### src/rtl/smbus_tmo_pkg.sv
package smbus_tmo_pkg;
    localparam int CNT_W = 14;
    localparam int LIM_W = 8;

    typedef enum logic {
        BUS_IDLE,
        BUS_ACTIVE
    } bus_state_e;

    typedef enum logic [1:0] {
        TMR_WAIT,
        TMR_COUNT,
        TMR_EXPIRED
    } tmr_state_e;

    typedef enum logic [1:0] {
        CUM_IDLE,
        CUM_WINDOW,
        CUM_EXPIRED
    } cum_state_e;
endpackage

### src/rtl/smbus_bus_tracker.sv
module smbus_bus_tracker
    import smbus_tmo_pkg::*;
(
    input  logic clk,
    input  logic rst_n,
    input  logic mon_en,
    input  logic scl_i,
    input  logic sda_i,
    output logic busy_o,
    output logic start_o,
    output logic stop_o
);
    bus_state_e state_q, state_d;
    logic       scl_q, sda_q;

    // previous samples, reset high (released lines)
    always_ff @(posedge clk) begin
        if (!rst_n) begin
            scl_q <= 1'b1;
            sda_q <= 1'b1;
        end else begin
            scl_q <= scl_i;
            sda_q <= sda_i;
        end
    end

    always_comb begin
        start_o = scl_q & scl_i & sda_q & ~sda_i;
        stop_o  = scl_q & scl_i & ~sda_q & sda_i;
    end

    always_ff @(posedge clk) begin
        if (!rst_n) state_q <= BUS_IDLE;
        else        state_q <= state_d;
    end

    always_comb begin
        state_d = state_q;
        if (!mon_en) begin
            state_d = BUS_IDLE;
        end else begin
            unique case (state_q)
                BUS_IDLE:   if (start_o) state_d = BUS_ACTIVE;
                BUS_ACTIVE: if (stop_o)  state_d = BUS_IDLE;
                default:    state_d = BUS_IDLE;
            endcase
        end
    end

    always_comb busy_o = (state_q == BUS_ACTIVE);
endmodule

### src/rtl/smbus_span_timer.sv
module smbus_span_timer
    import smbus_tmo_pkg::*;
#(
    parameter int CW = CNT_W,
    parameter int LW = LIM_W
) (
    input  logic          clk,
    input  logic          rst_n,
    input  logic          run_i,
    input  logic          tick_i,
    input  logic [LW-1:0] limit_i,
    output logic          expire_o
);
    localparam int SHIFT = CW - LW;

    tmr_state_e    state_q, state_d;
    logic [CW-1:0] cnt_q, cnt_d;
    logic [CW-1:0] target, cnt_inc;

    always_comb begin
        target  = {limit_i, {SHIFT{1'b0}}};
        cnt_inc = cnt_q + 1'b1;
    end

    always_ff @(posedge clk) begin
        if (!rst_n) begin
            state_q <= TMR_WAIT;
            cnt_q   <= '0;
        end else begin
            state_q <= state_d;
            cnt_q   <= cnt_d;
        end
    end

    always_comb begin
        state_d  = state_q;
        cnt_d    = cnt_q;
        expire_o = 1'b0;
        if (!run_i) begin
            state_d = TMR_WAIT;
            cnt_d   = '0;
        end else begin
            unique case (state_q)
                TMR_WAIT, TMR_COUNT: begin
                    if (tick_i && (limit_i != '0)) begin
                        if (cnt_inc == target) begin
                            state_d  = TMR_EXPIRED;
                            cnt_d    = '0;
                            expire_o = 1'b1;
                        end else begin
                            state_d = TMR_COUNT;
                            cnt_d   = cnt_inc;
                        end
                    end
                end
                TMR_EXPIRED: state_d = TMR_EXPIRED;
                default:     state_d = TMR_WAIT;
            endcase
        end
    end
endmodule

### src/rtl/smbus_cum_timer.sv
module smbus_cum_timer
    import smbus_tmo_pkg::*;
#(
    parameter int CW = CNT_W,
    parameter int LW = LIM_W
) (
    input  logic          clk,
    input  logic          rst_n,
    input  logic          en_i,
    input  logic          start_i,
    input  logic          stop_i,
    input  logic          ctrl_role_i,
    input  logic          ack_i,
    input  logic          scl_i,
    input  logic          tick_i,
    input  logic [LW-1:0] limit_i,
    output logic          expire_o
);
    localparam int SHIFT = CW - LW;

    cum_state_e    state_q, state_d;
    logic [CW-1:0] cnt_q, cnt_d;
    logic [CW-1:0] target, cnt_inc;
    logic          win_end;

    always_comb begin
        target  = {limit_i, {SHIFT{1'b0}}};
        cnt_inc = cnt_q + 1'b1;
        win_end = stop_i | (ctrl_role_i & ack_i);
    end

    always_ff @(posedge clk) begin
        if (!rst_n) begin
            state_q <= CUM_IDLE;
            cnt_q   <= '0;
        end else begin
            state_q <= state_d;
            cnt_q   <= cnt_d;
        end
    end

    always_comb begin
        state_d  = state_q;
        cnt_d    = cnt_q;
        expire_o = 1'b0;
        if (!en_i) begin
            state_d = CUM_IDLE;
            cnt_d   = '0;
        end else if (start_i) begin
            state_d = CUM_WINDOW;
            cnt_d   = '0;
        end else begin
            unique case (state_q)
                CUM_IDLE: state_d = CUM_IDLE;
                CUM_WINDOW: begin
                    if (win_end) begin
                        state_d = CUM_IDLE;
                        cnt_d   = '0;
                    end else if (tick_i && !scl_i && (limit_i != '0)) begin
                        if (cnt_inc == target) begin
                            state_d  = CUM_EXPIRED;
                            cnt_d    = '0;
                            expire_o = 1'b1;
                        end else begin
                            cnt_d = cnt_inc;
                        end
                    end
                end
                CUM_EXPIRED: if (win_end) state_d = CUM_IDLE;
                default:     state_d = CUM_IDLE;
            endcase
        end
    end
endmodule

### src/rtl/smbus_tmo_monitor.sv
module smbus_tmo_monitor
    import smbus_tmo_pkg::*;
(
    input  logic             clk,
    input  logic             rst_n,
    input  logic             scl_i,
    input  logic             sda_i,
    input  logic             tick_i,
    input  logic             mon_en,
    input  logic             idle_mode,
    input  logic             bto_en,
    input  logic             bto_ie,
    input  logic [LIM_W-1:0] bto_limit,
    input  logic             cum_en,
    input  logic             cum_ie,
    input  logic [LIM_W-1:0] cum_limit,
    input  logic             ctrl_role,
    input  logic             ack_i,
    input  logic             rst_on_to_en,
    input  logic             bto_clr,
    input  logic             cum_clr,
    output logic             bus_busy,
    output logic             bto_flag,
    output logic             cum_flag,
    output logic             irq,
    output logic             fsm_rst_req
);
    logic start_det, stop_det;
    logic span_run, span_exp, cum_exp;

    smbus_bus_tracker u_track (
        .clk     (clk),
        .rst_n   (rst_n),
        .mon_en  (mon_en),
        .scl_i   (scl_i),
        .sda_i   (sda_i),
        .busy_o  (bus_busy),
        .start_o (start_det),
        .stop_o  (stop_det)
    );

    always_comb begin
        span_run = mon_en & bto_en &
                   (idle_mode ? (~bus_busy & scl_i & sda_i) : (bus_busy & ~scl_i));
    end

    smbus_span_timer #(.CW(CNT_W), .LW(LIM_W)) u_span (
        .clk      (clk),
        .rst_n    (rst_n),
        .run_i    (span_run),
        .tick_i   (tick_i),
        .limit_i  (bto_limit),
        .expire_o (span_exp)
    );

    smbus_cum_timer #(.CW(CNT_W), .LW(LIM_W)) u_cum (
        .clk         (clk),
        .rst_n       (rst_n),
        .en_i        (mon_en & cum_en),
        .start_i     (start_det),
        .stop_i      (stop_det),
        .ctrl_role_i (ctrl_role),
        .ack_i       (ack_i),
        .scl_i       (scl_i),
        .tick_i      (tick_i),
        .limit_i     (cum_limit),
        .expire_o    (cum_exp)
    );

    always_ff @(posedge clk) begin
        if (!rst_n) begin
            bto_flag    <= 1'b0;
            cum_flag    <= 1'b0;
            fsm_rst_req <= 1'b0;
        end else begin
            bto_flag    <= (bto_flag & ~bto_clr) | span_exp;
            cum_flag    <= (cum_flag & ~cum_clr) | cum_exp;
            fsm_rst_req <= rst_on_to_en & (span_exp | cum_exp);
        end
    end

    always_comb irq = (bto_flag & bto_ie) | (cum_flag & cum_ie);
endmodule

### config.mk
export PLATFORM = sky130hd
export DESIGN_NAME = smbus_tmo_monitor
export DESIGN_NICKNAME = d
export VERILOG_FILES = /design/src/rtl/smbus_tmo_pkg.sv /design/src/rtl/smbus_bus_tracker.sv /design/src/rtl/smbus_span_timer.sv /design/src/rtl/smbus_cum_timer.sv /design/src/rtl/smbus_tmo_monitor.sv
export SDC_FILE = /design/constraint.sdc
export NUM_CORES = 1
export LEC_CHECK = 0
export CORE_UTILIZATION = 59
export CTS_CLUSTER_SIZE = 12
export DETAILED_ROUTE_END_ITERATION = 10
export PLACE_DENSITY_LB_ADDON = 0.15
export SYNTH_ARGS = -nofsm -noshare
export SYNTH_HDL_FRONTEND = slang
export SYNTH_SLANG_ARGS = --single-unit
### constraint.sdc
create_clock -name clk -period 4.5 [get_ports clk]
set_input_delay 0.9 -clock clk [delete_from_list [all_inputs] [get_ports clk]]
set_output_delay 0.9 -clock clk [all_outputs]
set_load 0.01 [all_outputs]
==> results.md <==
- Leakage: 0.0009501 uW
- Crit Path Class: in2reg
- CTS Sinks: 38
- Top_reg_cell synth: dfxtp_1
- Crit path capture type: flip-flop
- Skew-Pair Late Insertion Delay: 0.29 ns
- TritonCTS Buffers: 5
- Final WL: 5.930 mm
- Initial DRC count: 151
- Cell area after synthesis: 0.002653 mm^2
- Placed cell areas: 0.002973 mm^2
- CTS max path bufs: 2
- Cell taking the most area after synthesis: dfxtp_1
- Die area: 0.004768 mm^2
- Synth top area cells: dfxtp_1, xnor2_1, nor2_1
- Measured slew at the worst slew-check pin: 0.6162 ns
- Worst Path Arrival: 3.32 ns
- Fmax: 317.6 MHz
- Hold_ws: 0.4836 ns
- Vias per cell: 6.119
- Hold Fails Final Rpt: 0
- Post-route cell area: 0.003068 mm^2
- Seq/Total Area, Yosys: 28.68%
- Synth Register Bits: 38
- First-pass GRT wire length: 10.27 mm
- Peak supply drop: 142.4 uV
- Outcome: complete, no violations
- Die X: 69.05 um
- CP startpoint kind: input pin
- Max transition margin: 58.77%
- Pwr Density: 215.8 mW/mm^2
- Top cells by count, synth: dfxtp_1, nor2_1, nand2_1, xnor2_1, nand3_1
- Setup_tns: 0 ns
- CTS tree: built
- Worst EP required: 4.67 ns
- Die Span Y: 69.05 um
- Clock root buffer: clkbuf_8
- Max-slew violation count: 0
- Synth-to-layout area growth: 15.66%
- Syn Nets: 357
- Cells after Synth: 323
- # Max-Cap Violations: 0
- Num rows: 24
- I/O pin count: 37
- Initial antenna violation count: 0
- FFs w/ async S/R, synth: 0%
- Syn avg cell area: 8.212 um^2
- Final ANT Viol Nets: 0
- Most frequent cell after synthesis: dfxtp_1
- Distinct cells, synth: 70
- Share of cells above drive strength 1: 8.499%
- Final net count: 386
- GRT Util Overall: 25.69%
- Drt drc: 0
- Vias in the first global route: 2335
- Placeable Area: 0.004324 mm^2
- Pre-Repair DR Iteration Count: 4
- H-tree level count: 2
- Crit share post-route: 69.96%
- CP max FO: 19
- RSZ-0062 raised after global routing: false
- Post-synth EDFFs: 0
- WL/cell: 14.64 um
- Largest net degree at the start of global routing: 20
- Crit path time final: 3.148 ns
- HPWL after DPL: 4.427 mm
- Cts repair resizes: 0
- Diodes inserted: 0
- Clock transition at the registers of the reported paths: 0.08 ns
- Via count: 2478
- Synth top area share: 28.68%
- Placer Congestion: 0.8639
- Worst Hold Class: reg2reg
- I/O Buffers: 36
- Post-CTS Setup Inserts: 0
- Total global routing overflow: 0
- Worst Clk Skew: 0.007300 ns
- Hold-fix buffer count after cts: 0
- Final setup vio count: 0
- Initial core utilization: 61.34%
- Synth Warn #: 0
layout by cell type, fill, tap and decap left out, drive strengths merged, types with 2 or more instances in the layout:
cell and n:
a2111oi 3, a211oi 2, a21boi 2, a21oi 8, a31oi 8, and2b 2, and3 7, clkbuf 6
clkdlybuf4s50 36, dfxtp 38, ha 2, inv 8, mux2i 6, nand2 27, nand2b 11, nand3 19
nand4 17, nand4b 2, nor2 34, nor3 10, nor4 11, nor4b 2, o211ai 5, o21ai 14
o311ai 4, or2 2, or2b 2, or3 5, or4 3, xnor2 23, xor2 13
critical path, stage by stage:
cell,delay (ns)
clkdlybuf4s50_1,0.43
xnor2_1,0.19
or3_1,0.35
a21bo_1,0.20
a2111oi_2,0.24
nand4_2,0.49
nand2_1,0.38
o211ai_1,0.13
report_power, final:
part | internal, uW | leakage, uW | switching [uW] | total [uW]
registers | 337 | 0.000307 | 1.16 | 339
clock network | 123 | 0.0000472 | 127 | 250
logic | 41.5 | 0.000596 | 32.0 | 73.5
total | 502 | 0.000950 | 160 | 662
per-layer routing:
metal  track usage [%]  wire length (um)
met3             5.409               282
met1             32.66              2660
met4             6.349                26
met2             44.12              2961
met5                 0                 0
sequential cells by signal (all words and copies together), names as in the netlist:
signal,flops
bto_flag,1
cum_flag,1
fsm_rst_req,1
u_cum.cnt_q,14
u_cum.state_q,2
u_span.cnt_q,14
u_span.state_q,2
u_track.busy_o,1
u_track.scl_q,1
u_track.sda_q,1
through the flow:
step	total power, uW	instances	utilization (%)	worst slack [ns]
detailed placement	419.8	397	68.75	1.058
global placement	418.8	397	68.75	1.157
floorplan	382.0	323	-	1.895
global route	688.1	405	70.95	1.130
finish	662.0	405	70.95	1.352
CTS	668.7	405	70.95	1.371
kinds of logic (layout without fill, tap and decap cells):
logic type	Yosys count	in the layout	share of synthesized area, %
flip-flops	38	38	28.68
multiplexers	6	6	2.264
buffers and inverters	23	53	5.377
XOR/XNOR	36	36	11.89
AND/OR/NAND/NOR	160	160	34.86
adder cells (fa/ha/maj)	2	2	0.9432
AO/OA/AOI/OAI	58	58	15.99
cell type report:
class                      count  area (um^2)
multi-input combinational    262         1749
fill                         369         1256
sequential                    38        760.7
tap                           52        65.06
timing repair buffer          37        367.9
clock inverter                 2        12.51
clock buffer                   6        82.58
inverter                       8        30.03
worst paths after layout:
check	from	endpoint	slack [ns]	cells after the start
hold / removal	cum_flag	cum_flag	0.48	2
hold reg to reg	cum_flag	cum_flag	0.48	2
setup / recovery	cum_limit[1]	u_cum.cnt_q[6]	1.35	8
setup reg to reg	u_cum.cnt_q[0]	u_cum.cnt_q[6]	1.46	8
No activity file was read; power rests on OpenSTA's default activity.
